### src/rtl/nrzi_rx_pkg.sv
package nrzi_rx_pkg;

  typedef enum logic {
    LINK_IDLE   = 1'b0,
    LINK_ACTIVE = 1'b1
  } link_state_e;

  // recovered bit: one when no transition between samples
  function automatic logic nrzi_bit(input logic prev_s, input logic cur_s);
    return ~(prev_s ^ cur_s);
  endfunction

endpackage

### src/rtl/nrzi_line_sampler.sv
module nrzi_line_sampler
  import nrzi_rx_pkg::*;
(
  input  logic clk,
  input  logic rst,
  input  logic bit_en,
  input  logic line_in,
  output logic dec_bit,
  output logic prev_sample
);

  logic prev_q;

  always_ff @(posedge clk) begin
    if (rst) begin
      prev_q <= 1'b1;
    end else if (bit_en) begin
      prev_q <= line_in;
    end
  end

  always_comb begin
    dec_bit = nrzi_bit(prev_q, line_in);
  end

  assign prev_sample = prev_q;

endmodule

### src/rtl/nrzi_stuff_tracker.sv
module nrzi_stuff_tracker
  import nrzi_rx_pkg::*;
#(
  parameter int STUFF_RUN = 6,
  localparam int RUN_W = $clog2(STUFF_RUN + 1)
) (
  input  logic             clk,
  input  logic             rst,
  input  logic             bit_en,
  input  logic             line_in,
  input  logic             dec_bit,
  output logic             link_active,
  output logic [RUN_W-1:0] run_cnt,
  output logic             take_bit,
  output logic             drop_bit
);

  link_state_e      state_q;
  logic [RUN_W-1:0] run_q;
  logic             run_full;

  assign run_full    = (run_q == RUN_W'(STUFF_RUN));
  assign link_active = (state_q == LINK_ACTIVE);

  always_comb begin
    take_bit = 1'b0;
    drop_bit = 1'b0;
    if (bit_en && state_q == LINK_ACTIVE) begin
      if (run_full) drop_bit = 1'b1;
      else          take_bit = 1'b1;
    end
  end

  always_ff @(posedge clk) begin
    if (rst) begin
      state_q <= LINK_IDLE;
    end else if (state_q == LINK_IDLE && bit_en && !line_in) begin
      state_q <= LINK_ACTIVE;
    end
  end

  always_ff @(posedge clk) begin
    if (rst) begin
      run_q <= '0;
    end else if (drop_bit) begin
      run_q <= '0;
    end else if (take_bit) begin
      run_q <= dec_bit ? run_q + 1'b1 : '0;
    end
  end

  assign run_cnt = run_q;

endmodule

### src/rtl/nrzi_byte_assembler.sv
module nrzi_byte_assembler #(
  parameter int DATA_W = 8,
  localparam int CNT_W = $clog2(DATA_W)
) (
  input  logic              clk,
  input  logic              rst,
  input  logic              take_bit,
  input  logic              drop_bit,
  input  logic              dec_bit,
  output logic [DATA_W-1:0] rx_byte,
  output logic              byte_vld,
  output logic              bit_vld,
  output logic              stuff_pause,
  output logic [CNT_W-1:0]  bit_idx
);

  logic [DATA_W-1:0] shift_q;
  logic [DATA_W-1:0] shift_nxt;
  logic [DATA_W-1:0] byte_q;
  logic [CNT_W-1:0]  cnt_q;
  logic              last_bit;

  assign last_bit  = (cnt_q == CNT_W'(DATA_W - 1));
  assign shift_nxt = {dec_bit, shift_q[DATA_W-1:1]};

  always_ff @(posedge clk) begin
    if (rst) begin
      shift_q <= '0;
      cnt_q   <= '0;
      byte_q  <= '0;
    end else if (take_bit) begin
      shift_q <= shift_nxt;
      cnt_q   <= last_bit ? '0 : cnt_q + 1'b1;
      if (last_bit) byte_q <= shift_nxt;
    end
  end

  always_ff @(posedge clk) begin
    if (rst) begin
      bit_vld     <= 1'b0;
      stuff_pause <= 1'b0;
      byte_vld    <= 1'b0;
    end else begin
      bit_vld     <= take_bit;
      stuff_pause <= drop_bit;
      byte_vld    <= take_bit && last_bit;
    end
  end

  assign rx_byte = byte_q;
  assign bit_idx = cnt_q;

endmodule

### src/rtl/nrzi_unstuff_rx.sv
module nrzi_unstuff_rx #(
  parameter int DATA_W    = 8,
  parameter int STUFF_RUN = 6
) (
  input  logic              clk,
  input  logic              rst,
  input  logic              bit_en,
  input  logic              line_in,
  output logic [DATA_W-1:0] rx_byte,
  output logic              byte_vld,
  output logic              bit_vld,
  output logic              stuff_pause
);

  localparam int RUN_W = $clog2(STUFF_RUN + 1);
  localparam int CNT_W = $clog2(DATA_W);

  logic             dec_bit;
  logic             prev_sample;
  logic             link_active;
  logic [RUN_W-1:0] run_cnt;
  logic             take_bit;
  logic             drop_bit;
  logic [CNT_W-1:0] bit_idx;

  nrzi_line_sampler u_sampler (
    .clk         (clk),
    .rst         (rst),
    .bit_en      (bit_en),
    .line_in     (line_in),
    .dec_bit     (dec_bit),
    .prev_sample (prev_sample)
  );

  nrzi_stuff_tracker #(.STUFF_RUN(STUFF_RUN)) u_tracker (
    .clk         (clk),
    .rst         (rst),
    .bit_en      (bit_en),
    .line_in     (line_in),
    .dec_bit     (dec_bit),
    .link_active (link_active),
    .run_cnt     (run_cnt),
    .take_bit    (take_bit),
    .drop_bit    (drop_bit)
  );

  nrzi_byte_assembler #(.DATA_W(DATA_W)) u_asm (
    .clk         (clk),
    .rst         (rst),
    .take_bit    (take_bit),
    .drop_bit    (drop_bit),
    .dec_bit     (dec_bit),
    .rx_byte     (rx_byte),
    .byte_vld    (byte_vld),
    .bit_vld     (bit_vld),
    .stuff_pause (stuff_pause),
    .bit_idx     (bit_idx)
  );

endmodule

### config.mk
export PLATFORM = sky130hd
export DESIGN_NAME = nrzi_unstuff_rx
export DESIGN_NICKNAME = d
export VERILOG_FILES = /design/src/rtl/nrzi_rx_pkg.sv /design/src/rtl/nrzi_line_sampler.sv /design/src/rtl/nrzi_stuff_tracker.sv /design/src/rtl/nrzi_byte_assembler.sv /design/src/rtl/nrzi_unstuff_rx.sv
export SDC_FILE = /design/constraint.sdc
export NUM_CORES = 1
export LEC_CHECK = 0
export ABC_AREA = 1
export BUFFER_PORTS_ARGS = -buffer_cell sky130_fd_sc_hd__buf_2
export CORE_MARGIN = 4
export CORE_UTILIZATION = 28
export CTS_CLUSTER_SIZE = 25
export DETAILED_ROUTE_END_ITERATION = 7
export SLEW_MARGIN = 0
export SYNTH_ARGS = -nofsm -noshare
export SYNTH_HDL_FRONTEND = slang
export SYNTH_HIERARCHICAL = 1
export SYNTH_SLANG_ARGS = --single-unit
### constraint.sdc
create_clock -name clk -period 1.8 [get_ports clk]
set_input_delay 0.27 -clock clk [delete_from_list [all_inputs] [get_ports clk]]
set_output_delay 0.27 -clock clk [all_outputs]
set_load 0.01 [all_outputs]
==> metrics.md, run 1 <==
| Metric | Value |
|---|---|
| Status | `complete, no violations` |
| Mux cell area share after synthesis | `0` |
| Largest net degree at the start of global routing | `16` |
| Site Rows | `22` |
| Worst hold stages | `3` |
| Post-CTS Setup Bufs | `0` |
| Hold slack | `0.2570 ns` |
| Area grow syn2layout | `16.82%` |
| CP Class | `flip-flop to flip-flop` |
| Fmax | `about 0.68 GHz` |
| Vias after detailed routing | `884` |
| Met2 WL | `831 um` |
| DR vias/cell | `between 4 and 5` |
| Fraction of power spent switching nets | `0.2055` |
| Worst Path Arrival | `1.64 ns` |
| Metal3 WL | `64 um` |
| Port bufs | `14` |
| First-pass GRT wire length | `3560 um` |
| Routability-driven placement congestion ratio | `0.7190` |
| WP data required | `1.97 ns` |
| CTS max path bufs | `2` |
| Max_slew headroom | `0.7238` |
| Adder-Cell Fraction of Synth Area | `0.04608` |
| Simple-gate share of the synthesized area | `0.3053` |
| CP Capture Type | `flip-flop` |
| CTS buffer count | `3` |
| Clk pwr share | `0.419` |
| Core Footprint | `~3700 sq um` |
| Fill cell count | `a little over 400` |
| Final hold vios | `0` |
| Area of the multi-input gates | `441.7 sq um` |
| Initial antenna violation count | `0` |
| DRC Markers | `0` |
| Worst-path clk slew | `0.09 ns` |
| Synth unique cells | `13` |
| Top routing layer used | `met3` |
| Vias in the first global route | `826` |
| DP Wirelength | `1355 um` |
| Internal power component | `908.4 uW` |
| Worst-skew pair later-pin latency | `around 0.27 ns` |
| DIE WIDTH | `70.28 um` |
| Part of the power in registers | `0.525` |
| Synthesized area | `1086 sq um` |
| HP Start | `line_in` |
| CTS Hold Bufs | `0` |
| Die height | `~70 um` |
| DR pass1 iterations | `4` |
| Remaining global-route overflow | `0` |
| Share of layout cells above drive strength 1 | `0.1479` |
| Clock Tree Root | `clkbuf_8` |
| Final Setup Violations | `0` |
| WL/cell | `8.963 um` |
| Worst vdd ir | `around 0.29 mV` |
| Hold worst-path end | `u_sampler/prev_sample` |
| Worst-Margin Slew | `0.4138 ns` |
| DRT iter0 DRCs | `36` |
| Skew final | `~0.0034 ns` |
| PostCTS Resize Cnt | `0` |
| Syn Area/Cell | `7.098 sq um` |
| CTS tree | `yes` |
| CP Launch Type | `flip-flop` |
| Net Count, Synth | `about 160` |
| Synth Area in Compound Gates | `0.05530` |
| Synthesized instance count | `around 150` |
| Routed WL | `around 1900 um` |
| Crit share post-route | `0.8201` |
| Combinational power share | `0.056` |
| Worst Path Max Fanout | `10` |
| Nets | `178` |
| Overall Global Routing Usage | `0.08762` |
| Total clock sinks | `26` |
| P_sw | `234.9 uW` |
| H-Tree Depth | `1` |
| Combinational family with the most area after synthesis | `simple AND/OR/NAND/NOR gates` |
| Reg2reg end | `u_asm/shift_q[7]` |
| Slew Limit Fails | `0` |
| Register area | `520.5 sq um` |
| Worst Hold Class | `input pin to flip-flop` |
| Die area | `4939 sq um` |
| Setup TNS | `0 ns` |
| Ant diodes | `0` |
| PD cells | `roughly 900 nW/um^2` |
| Final ANT Viol Nets | `0` |
| Worst reg2reg setup slack | `0.32 ns` |
| Initial core utilization | `0.2923` |
| RSZ-0062 raised after global routing | `no` |
| Seq/Total Area, Yosys | `0.4793` |
| Synth Area in XOR/XNOR | `0` |
| Yosys reg bits | `26` |
| FF-to-FF Start | `u_tracker/run_cnt[0]` |
| Ports | `15` |
| YS warnings | `6` |
| Fin crit period | `1.476 ns` |
| Worst Reg-to-Reg Cells | `8` |
| Max cap viols | `0` |
| Pleak | `0.0007032 uW` |
| Met1 Wirelength | `between 1000 and 1500 um` |
==> cells by family (layout without fill, tap and decap cells) <==
logic type,after synthesis,count (layout)
flip-flops,26,26
AO/OA/AOI/OAI,12,12
AND/OR/NAND/NOR,82,82
buffers and inverters,29,45
adder cells (fa/ha/maj),4,4
==> how the worst max path moves through the flow <==
| stage | slack [ns] | startpoint | depth (start not counted) | to |
|---|---|---|---|---|
| after floorplan | 0.47 | u_tracker/run_cnt[0] | 8 | u_asm/bit_idx[2] |
| after global placement | 0.41 | u_tracker/run_cnt[0] | 8 | u_asm/shift_q[1] |
| after detailed placement | 0.36 | u_tracker/run_cnt[0] | 8 | u_asm/shift_q[1] |
| after CTS | 0.34 | u_tracker/run_cnt[0] | 8 | u_asm/shift_q[1] |
| after global routing | 0.18 | u_tracker/run_cnt[0] | 8 | u_asm/shift_q[1] |
| final | 0.32 | u_tracker/run_cnt[0] | 8 | u_asm/shift_q[7] |
==> area by class of cell <==
cell class                 instances  share of cell area
clock buffer                       3             0.03254
clock inverter                     1             0.02367
inverter                          26             0.07692
multi-input combinational         98              0.3481
sequential                        26              0.4103
tap                               48             0.04734
timing repair buffer              15             0.06114
==> cell usage in the layout, fill, tap and decap left out, drive strengths merged <==
master   n
a21oi    6
buf     15
bufinv   1
clkbuf   3
clkinv   1
dfxtp   26
ha       4
inv     25
nand2   34
nand3    9
nor2    39
o21ai    6
==> power by group through the flow <==
stage,combinational (uW),sequential (uW),clock [uW]
after floorplan,46.6,611,0
after global placement,64.6,613,0
after detailed placement,64.5,613,0
after CTS,64.9,600,494
after global routing,77.5,602,520
final,64.4,600,479
==> state kept, by name (all words and copies together), names as in the netlist <==
register               count
u_asm/bit_idx              3
u_asm/bit_vld              1
u_asm/byte_vld             1
u_asm/rx_byte              8
u_asm/shift_q              7
u_asm/stuff_pause          1
u_sampler/prev_sample      1
u_tracker/link_active      1
u_tracker/run_cnt          3
==> metrics by stage <==
step,utilization,total power [uW],std cells,area (sq um),setup WS [ns]
3_3_place_gp,0.3222,677.7,213,1197,0.4052
5_1_grt,0.3414,1200,217,1269,0.1792
4_1_cts,0.3414,1159,217,1269,0.3418
6_report,0.3414,1143,217,1269,0.3238
3_5_place_dp,0.3222,677.5,213,1197,0.3587
2_1_floorplan,-,657.8,153,1086,0.4704
==> critical path, stage by stage (launching register included) <==
cell and delay [ns]:
dfxtp_1 0.37, inv_1 0.07, ha_1 0.20, nand2_2 0.08
nand2_2 0.07, inv_1 0.10, clkinv_1 0.25, nor2_1 0.18
nor2_1 0.06
==> Yosys cell counts <==
cell type	number	area [sq um]
a21oi_1	6	30.03
buf_4	2	15.01
buf_6	1	11.26
clkinv_1	1	3.750
dfxtp_1	26	520.5
ha_1	4	50.05
inv_1	24	90.09
inv_2	1	3.750
nand2_1	29	108.9
nand2_2	5	31.28
nand3_1	9	45.04
nor2_1	39	146.4
o21ai_0	6	30.03
==> per-layer routing <==
metal  vias up  global-route usage
li1        488                   -
met1       384              0.1174
met2        12              0.1310
met3         0             0.02302
met4         0             0.03830
met5         -                   0
Power figures use the tool's default switching activity.
==> run 2, diff against run 1 <==
ABC_AREA = 0   (was 1)
clock period = 1.5 ns   (was 1.8 ns; I/O delays follow)
==> run 2 against run 1 <==
Total power up 18%; worst hold slack worse by 0.062 ns; maximum frequency up 3.9%; final cell count down 21%; synthesized cell count down 29%; clock power up 19%; register-to-register slack worse by 0.24 ns; sequential share of layout area down 0.93 points; critical path depth down 3; largest cell class unchanged; via count down 11%.
==> metrics.md, run 2 <==
| Metric | Value |
|---|---|
| Worst-Margin Slew | `0.4742 ns (+0.06040 ns)` |
| Combinational power share | `0.057 (about the same)` |
| Worst Path Arrival | `1.62 ns (-0.02 ns)` |
| Remaining global-route overflow | `0 (unchanged)` |
| CP top delay family | `simple AND/OR/NAND/NOR gates` |
| Slew Limit Fails | `0 (unchanged)` |
| Final hold vios | `0 (unchanged)` |
| Yosys reg bits | `26 (unchanged)` |
| Final Setup Violations | `0 (unchanged)` |
| P_sw | `260.3 uW (+11%)` |
| CP Class | `flip-flop to flip-flop` |
| Nets | `132 (-26%)` |
| Levels on crit path | `5 (-3)` |
| Leading area contributor after synthesis | `dfxtp_1` |
| PD cells | `1036 nW/um^2 (+15%)` |
| Final worst setup slack | `0.07977 ns (-0.2440 ns)` |
| Clk pwr share | `0.421 (+0.002)` |
| Synth top area share | `0.4826 (+0.003336)` |
| Max cap viols | `0 (unchanged)` |
| Overall Global Routing Usage | `0.07708 (-0.01053)` |
| Largest net degree at the start of global routing | `30 (+14)` |
| CTS tree | `yes` |
| Commonest cells after routing, fill and taps aside | `dfxtp_1, buf_2, a21oi_1, nor2_1` |
| Worst Hold Class | `input pin to flip-flop` |
| Core Footprint | `3689 sq um (-0.74%)` |
| DR vias/cell | `4.608 (+13%)` |
| WL/cell | `11.24 um (+25%)` |
| Worst setup path start | `u_tracker/run_cnt[0]` |
| Ant diodes | `0 (unchanged)` |
| Initial core utilization | `0.2924 (about the same)` |
| Synthesized area | `1079 sq um (-0.69%)` |
| YS warnings | `6 (unchanged)` |
| Commonest non-fill, non-tap cell in the layout | `dfxtp_1` |
| Synth cell count leaders | `dfxtp_1, a21oi_1, nor2_1` |
| Met2 global-route usage | `0.1343 (+0.003336)` |
| Worst-skew pair later-pin latency | `0.27 ns (about the same)` |
| Count leader, synth | `dfxtp_1` |
| DR pass1 iterations | `5 (+1)` |
| Post-synth EDFFs | `0 (unchanged)` |
| Synth unique cells | `25 (+12)` |
| Worst reg2reg setup slack | `0.08 ns (-0.24 ns)` |
| Fmax | `0.7041 GHz (+3.9%)` |
| Status | `complete, no violations` |
| Die height | `70.07 um (-0.31%)` |
| Worst slack at placement | `0.03793 ns (-0.3207 ns)` |
| RSZ-0062 raised after global routing | `no` |
| Worst Path Max Fanout | `3 (-7)` |
| CTS Hold Bufs | `0 (unchanged)` |
| Worst path slowest cell | `or3b_1` |
| Seq/Total Area, Yosys | `0.4826 (+0.003336)` |
| Max FFs per register | `8 (unchanged)` |
| DRT iter0 DRCs | `48 (+33%)` |
| Setup TNS | `0 ns (unchanged)` |
| Fraction of power spent switching nets | `0.1931 (-0.01242)` |
| First-pass GRT wire length | `3132 um (-12%)` |
| Crit share post-route | `0.9468 (+0.1267)` |
| Crit path buf inv count | `1 (-2)` |
| Share of layout cells above drive strength 1 | `0.2846 (+0.1366)` |
| Ys async rst share | `0 (unchanged)` |
| FF-to-FF Start | `u_tracker/run_cnt[0]` |
| Part of the power in registers | `0.522 (-0.003)` |
| Routability-driven placement congestion ratio | `0.7628 (+6.1%)` |
| Slowest stage delay, CP | `0.39 ns (+0.02 ns)` |
| Vias after detailed routing | `788 (-11%)` |
| Reg2reg end | `u_asm/bit_idx[0]` |
| Fin crit period | `1.420 ns (-0.05600 ns)` |
| WP data required | `1.70 ns (-0.27 ns)` |
| Site Rows | `22 (unchanged)` |
| CTS max path bufs | `2 (unchanged)` |
| CTS buffer count | `3 (unchanged)` |
| Initial antenna violation count | `0 (unchanged)` |
| Total clock sinks | `26 (unchanged)` |
| Pleak | `0.0005121 uW (-27%)` |
| Ports | `15 (unchanged)` |
| Skew final | `0.004379 ns (+0.0009745 ns)` |
| Worst Setup EP | `u_asm/bit_idx[0]` |
| Met1 GRT Util | `0.08594 (-0.03145)` |
| GR Util met3 | `0.02014 (-0.002878)` |
| Net Count, Synth | `117 (-27%)` |
| CP Capture Type | `flip-flop` |
| Worst-path clk slew | `0.09 ns (about the same)` |
| Global routing's busiest layer | `met2` |
| Crit-path cells | `inv_1 -> ha_2 -> a21oi_4 -> or3b_1 -> a21oi_2` |
| Final ANT Viol Nets | `0 (unchanged)` |
| Max_slew headroom | `0.6816 (-0.04223)` |
| Internal power component | `1088 uW (+20%)` |
| Port bufs | `14 (unchanged)` |
| Routed WL | `1922 um (-1.2%)` |
| DP Wirelength | `1266 um (-6.5%)` |
| Worst Reg-to-Reg Cells | `5 (-3)` |
| DRC Markers | `0 (unchanged)` |
| Area grow syn2layout | `20.65%` |
| Worst vdd ir | `0.4566 mV (+58%)` |
| Vias in the first global route | `724 (-12%)` |
| Clock Tree Root | `clkbuf_8` |
| Synth Flop Type | `dfxtp_1` |
| H-Tree Depth | `1 (unchanged)` |
| Synthesized instance count | `109 (-29%)` |
| Die area | `4909 sq um (-0.61%)` |
| DIE WIDTH | `70.07 um (-0.31%)` |
| Syn Area/Cell | `9.895 sq um (+39%)` |
| Ranking of synthesized cells by area | `dfxtp_1, a21bo_2, mux2i_1, a21oi_1, ha_1` |
| CP Launch Type | `flip-flop` |
==> run 2: changes by cell type after synthesis, moves of 3 or more <==
cell	before	now
mux2i_1	0	8
nor2b_1	0	3
nand2_1	29	5
nand2_2	5	0
o21ai_0	6	0
nor2_1	39	11
a21bo_2	0	8
a21oi_1	6	14
inv_1	24	2
==> run 2: kinds of logic (layout without fill, tap and decap cells) <==
group | after synthesis | count (layout) | share of synthesized area
compound gates | 25 | 25 | 0.1601
buf+inv | 9 | 23 | 0.04988
xor+xnor | 1 | 1 | 0.008122
fa+ha+maj | 4 | 4 | 0.04641
mux | 8 | 8 | 0.07425
flops | 26 | 26 | 0.4826
simple gates | 36 | 36 | 0.1787
==> run 2: power groups by stage <==
stage,clock network (uW),logic (uW),registers [uW]
5_1_grt,618,83.1,706
6_report,568,76.4,704
4_1_cts,591,68.1,704
3_3_place_gp,0,66.0,720
2_1_floorplan,0,49.9,719
3_5_place_dp,0,68.2,720
==> run 2: worst min-delay path by stage <==
stage                               startpoint                     to  slack (ns)  depth (start not counted)
after floorplan                            rst   u_tracker/run_cnt[0]        0.29                          1
after global placement    u_tracker/run_cnt[0]   u_tracker/run_cnt[0]        0.46                          2
after detailed placement      u_asm/bit_idx[1]       u_asm/bit_idx[1]        0.47                          2
after CTS                              line_in  u_sampler/prev_sample        0.19                          2
after global routing                   line_in  u_sampler/prev_sample        0.20                          2
final                                  line_in  u_sampler/prev_sample        0.19                          2
==> run 2: repair_timing <==
item	4_1_cts	5_1_grt
resized for setup	0	3
endpoints found under the setup margin	0	9
buffers inserted	0	0
==> run 2: stage by stage <==
step | utilization | cell area [sq um] | hold WS [ns] | power [uW] | cells
2_1_floorplan | - | 1079 | 0.2941 | 769.0 | 109
3_3_place_gp | 0.3236 | 1194 | 0.4624 | 785.6 | 166
3_5_place_dp | 0.3236 | 1194 | 0.4725 | 788.5 | 166
4_1_cts | 0.3429 | 1265 | 0.1901 | 1363 | 170
5_1_grt | 0.3528 | 1301 | 0.2009 | 1407 | 171
6_report | 0.3528 | 1301 | 0.1945 | 1348 | 171
==> run 2: per-layer routing <==
metal | up-vias | share of wire | routed length [um]
met5 | - | 0 | 0
met4 | 0 | 0.014 | 27
met3 | 4 | 0.041 | 78
met2 | 14 | 0.49 | 936
met1 | 366 | 0.46 | 879
li1 | 404 | - | -
==> run 2: worst reg2reg max path, cell delays in order, from the launching register on <==
cell     delay (ns)
dfxtp_2        0.35
inv_1          0.06
ha_2           0.21
a21oi_4        0.22
or3b_1         0.39
a21oi_2        0.13
==> run 2: area by class of cell <==
cell class | instances | area [sq um]
fill | 384 | 2387
sequential | 26 | 521.8
multi-input combinational | 74 | 518.0
timing repair buffer | 17 | 122.6
tap | 48 | 60.06
clock buffer | 3 | 41.29
clock inverter | 1 | 30.03
inverter | 2 | 7.507
==> run 3, diff against run 2 <==
clock period = 1.2 ns   (was 1.5 ns; I/O delays follow)
==> run 3 against run 2 <==
The flow now finishes with violations (negative setup slack); final cell count increased by 7.6%; final area increased by 12%; worst hold slack got worse by 0.036 ns; sequential share of layout area decreased by 4.2 points; sequential cell count unchanged; utilization increased by 4.3 points; maximum frequency increased by 10%; highest routed layer unchanged.
==> metrics.md, run 3 (synthesis gave the netlist of run 2 again) <==
| Metric | Value |
|---|---|
| Status | `finished with violations` |
| Failing checks | `negative setup slack` |
| Global routing's busiest layer | `met2` |
| Worst setup path start | `u_tracker/run_cnt[0]` |
| CP Capture Type | `flip-flop` |
| Pleak | `0.0005803 uW (+13%)` |
| Worst Path Arrival | `1.44 ns (-0.18 ns)` |
| Slew Limit Fails | `0 (unchanged)` |
| FF-to-FF Start | `u_tracker/run_cnt[0]` |
| Worst-skew pair later-pin latency | `0.27 ns (about the same)` |
| Area grow syn2layout | `35.27%` |
| DRC Markers | `0 (unchanged)` |
| Register area | `524.3 sq um (+0.48%)` |
| Part of the power in registers | `0.510 (-0.012)` |
| Met2 global-route usage | `0.1511 (+0.01679)` |
| Remaining global-route overflow | `0 (unchanged)` |
| DP Wirelength | `1478 um (+17%)` |
| Share of layout cells above drive strength 1 | `0.3897 (+0.1052)` |
| CTS tree | `yes` |
| Site Rows | `22 (unchanged)` |
| Final worst setup slack | `-0.08609 ns (-0.1659 ns)` |
| Worst Path Max Fanout | `18 (+15)` |
| Initial antenna violation count | `0 (unchanged)` |
| DR vias/cell | `4.571 (-0.81%)` |
| H-Tree Depth | `1 (unchanged)` |
| Max FFs per register | `8 (unchanged)` |
| Reg2reg end | `u_asm/shift_q[1]` |
| WL/cell | `11.57 um (+2.9%)` |
| Crit share post-route | `1.072 (+0.1249)` |
| Largest net degree at the start of global routing | `27 (-10%)` |
| GR Util met3 | `0.02734 (+0.007194)` |
| Clk pwr share | `0.422 (about the same)` |
| WP data required | `1.35 ns (-0.35 ns)` |
| Clock Tree Root | `clkbuf_8` |
| Area of the multi-input gates | `553.0 sq um (+6.8%)` |
| First-pass GRT wire length | `3691 um (+18%)` |
| Final std cells w/o fill | `184 (+7.6%)` |
| Worst-path clk slew | `0.09 ns (about the same)` |
| Overall Global Routing Usage | `0.09321 (+0.01613)` |
| Initial core utilization | `0.2924 (unchanged)` |
| Hold worst-path end | `u_sampler/prev_sample` |
| Fin crit period | `1.286 ns (-0.1341 ns)` |
| Fraction of power spent switching nets | `0.2019 (+0.008869)` |
| PD cells | `1185 nW/um^2 (+14%)` |
| Worst slack at placement | `-0.08995 ns (-0.1279 ns)` |
| CP Class | `flip-flop to flip-flop` |
| Core Footprint | `3689 sq um (unchanged)` |
| Worst hold stages | `2 (unchanged)` |
| Routability-driven placement congestion ratio | `0.7048 (-7.6%)` |
| Worst reg2reg setup slack | `-0.09 ns (-0.17 ns)` |
| DIE WIDTH | `70.07 um (unchanged)` |
| Combinational power share | `0.069 (+0.012)` |
| Commonest non-fill, non-tap cell in the layout | `dfxtp_1` |
| Placed Cells | `177 (+6.6%)` |
| Skew final | `0.002894 ns (-0.001485 ns)` |
| Total clock sinks | `26 (unchanged)` |
| Routed WL | `2128 um (+11%)` |
| CTS max path bufs | `2 (unchanged)` |
| Fmax | `0.7775 GHz (+10%)` |
| Fill cell count | `393 (+2.3%)` |
| DRT iter0 DRCs | `22 (-54%)` |
| DR pass1 iterations | `4 (-1)` |
| Internal power component | `1379 uW (+27%)` |
| Final ANT Viol Nets | `0 (unchanged)` |
| HP Start | `line_in` |
| Max_slew headroom | `0.6881 (+0.006546)` |
| Vias in the first global route | `796 (+9.9%)` |
| P_sw | `349.0 uW (+34%)` |
| Nets | `145 (+9.8%)` |
| Ports | `15 (unchanged)` |
| CTS buffer count | `3 (unchanged)` |
| Ant diodes | `0 (unchanged)` |
| Met1 GRT Util | `0.1148 (+0.02885)` |
| CP Launch Type | `flip-flop` |
| CTS Hold Bufs | `0 (unchanged)` |
| Worst-Margin Slew | `0.4678 ns (-0.006412 ns)` |
| Final Setup Violations | `13 (+13)` |
| Vias after detailed routing | `841 (+6.7%)` |
| Port bufs | `14 (unchanged)` |
| Commonest cells after routing, fill and taps aside | `dfxtp_1, buf_2, a21oi_1, buf_4, nor2_1` |
| Final hold vios | `0 (unchanged)` |
| Die area | `4909 sq um (unchanged)` |
| Die height | `70.07 um (unchanged)` |
| Worst Reg-to-Reg Cells | `6 (+1)` |
| RSZ-0062 raised after global routing | `yes` |
| Max cap viols | `0 (unchanged)` |
| Worst Hold Class | `input pin to flip-flop` |
| Worst vdd ir | `0.9543 mV (+110%)` |
## run 3: changes by cell type in the layout (fill, tap and decap cells not counted), sizes merged
cell | previous run | this run
buf | 16 | 30
clkbuf | 4 | 3
## run 3: layer usage
| layer | routed length [um] | part of all wire |
|---|---|---|
| met1 | 980 | 0.46 |
| met2 | 1020 | 0.48 |
| met3 | 89 | 0.042 |
| met4 | 38 | 0.018 |
| met5 | 0 | 0 |
## run 3: repair_timing
action | CTS | global route
gates resized for setup | 3 | 0
endpoints found under the setup margin | 18 | 19
pin swaps | 5 | 1
buffers inserted | 2 | 0
cloned | 1 | 0
## run 3: area by class of cell
type                            instances  share of cell area
Clock buffer                            3             0.02830
Tap cell                               48             0.04117
Inverter                                2            0.005146
Timing Repair Buffer                   30              0.1664
Clock inverter                          1             0.02058
Multi-Input combinational cell         74              0.3791
Sequential cell                        26              0.3593
## run 3: metrics by stage
step | hold slack, ns | area (sq um) | power, uW | utilization | setup TNS (ns)
2_1_floorplan | 0.2417 | 1139 | 968.6 | - | -0.1251
3_3_place_gp | 0.4284 | 1338 | 1013 | 0.3626 | -0.09960
3_5_place_dp | 0.4401 | 1338 | 1018 | 0.3626 | -0.4652
4_1_cts | 0.1532 | 1459 | 1749 | 0.3955 | -0.8412
5_1_grt | 0.1763 | 1459 | 1803 | 0.3955 | -2.236
6_report | 0.1590 | 1459 | 1728 | 0.3955 | -0.7652
## run 3: power by group through the flow
stage	sequential [uW]	clock (uW)	combinational (uW)
2_1_floorplan	901	0	67.8
3_3_place_gp	901	0	113
3_5_place_dp	901	0	117
4_1_cts	881	748	120
5_1_grt	883	788	131
6_report	881	729	119
## run 3: how the worst max path moves through the flow
stage          depth (start not counted)               end  slack (ns)
5_1_grt                                6  u_asm/shift_q[5]       -0.17
2_1_floorplan                          5  u_asm/bit_idx[0]       -0.09
3_3_place_gp                           5  u_asm/bit_idx[0]       -0.03
3_5_place_dp                           6  u_asm/bit_idx[2]       -0.09
6_report                               6  u_asm/shift_q[1]       -0.09
4_1_cts                                5  u_asm/bit_idx[0]       -0.09
## run 3: critical path: stages, from the launching register on
cell	delay, ns
dfxtp_2	0.35
inv_2	0.05
ha_4	0.16
a21oi_4	0.17
buf_12	0.18
mux2i_1	0.19
nor2_1	0.06
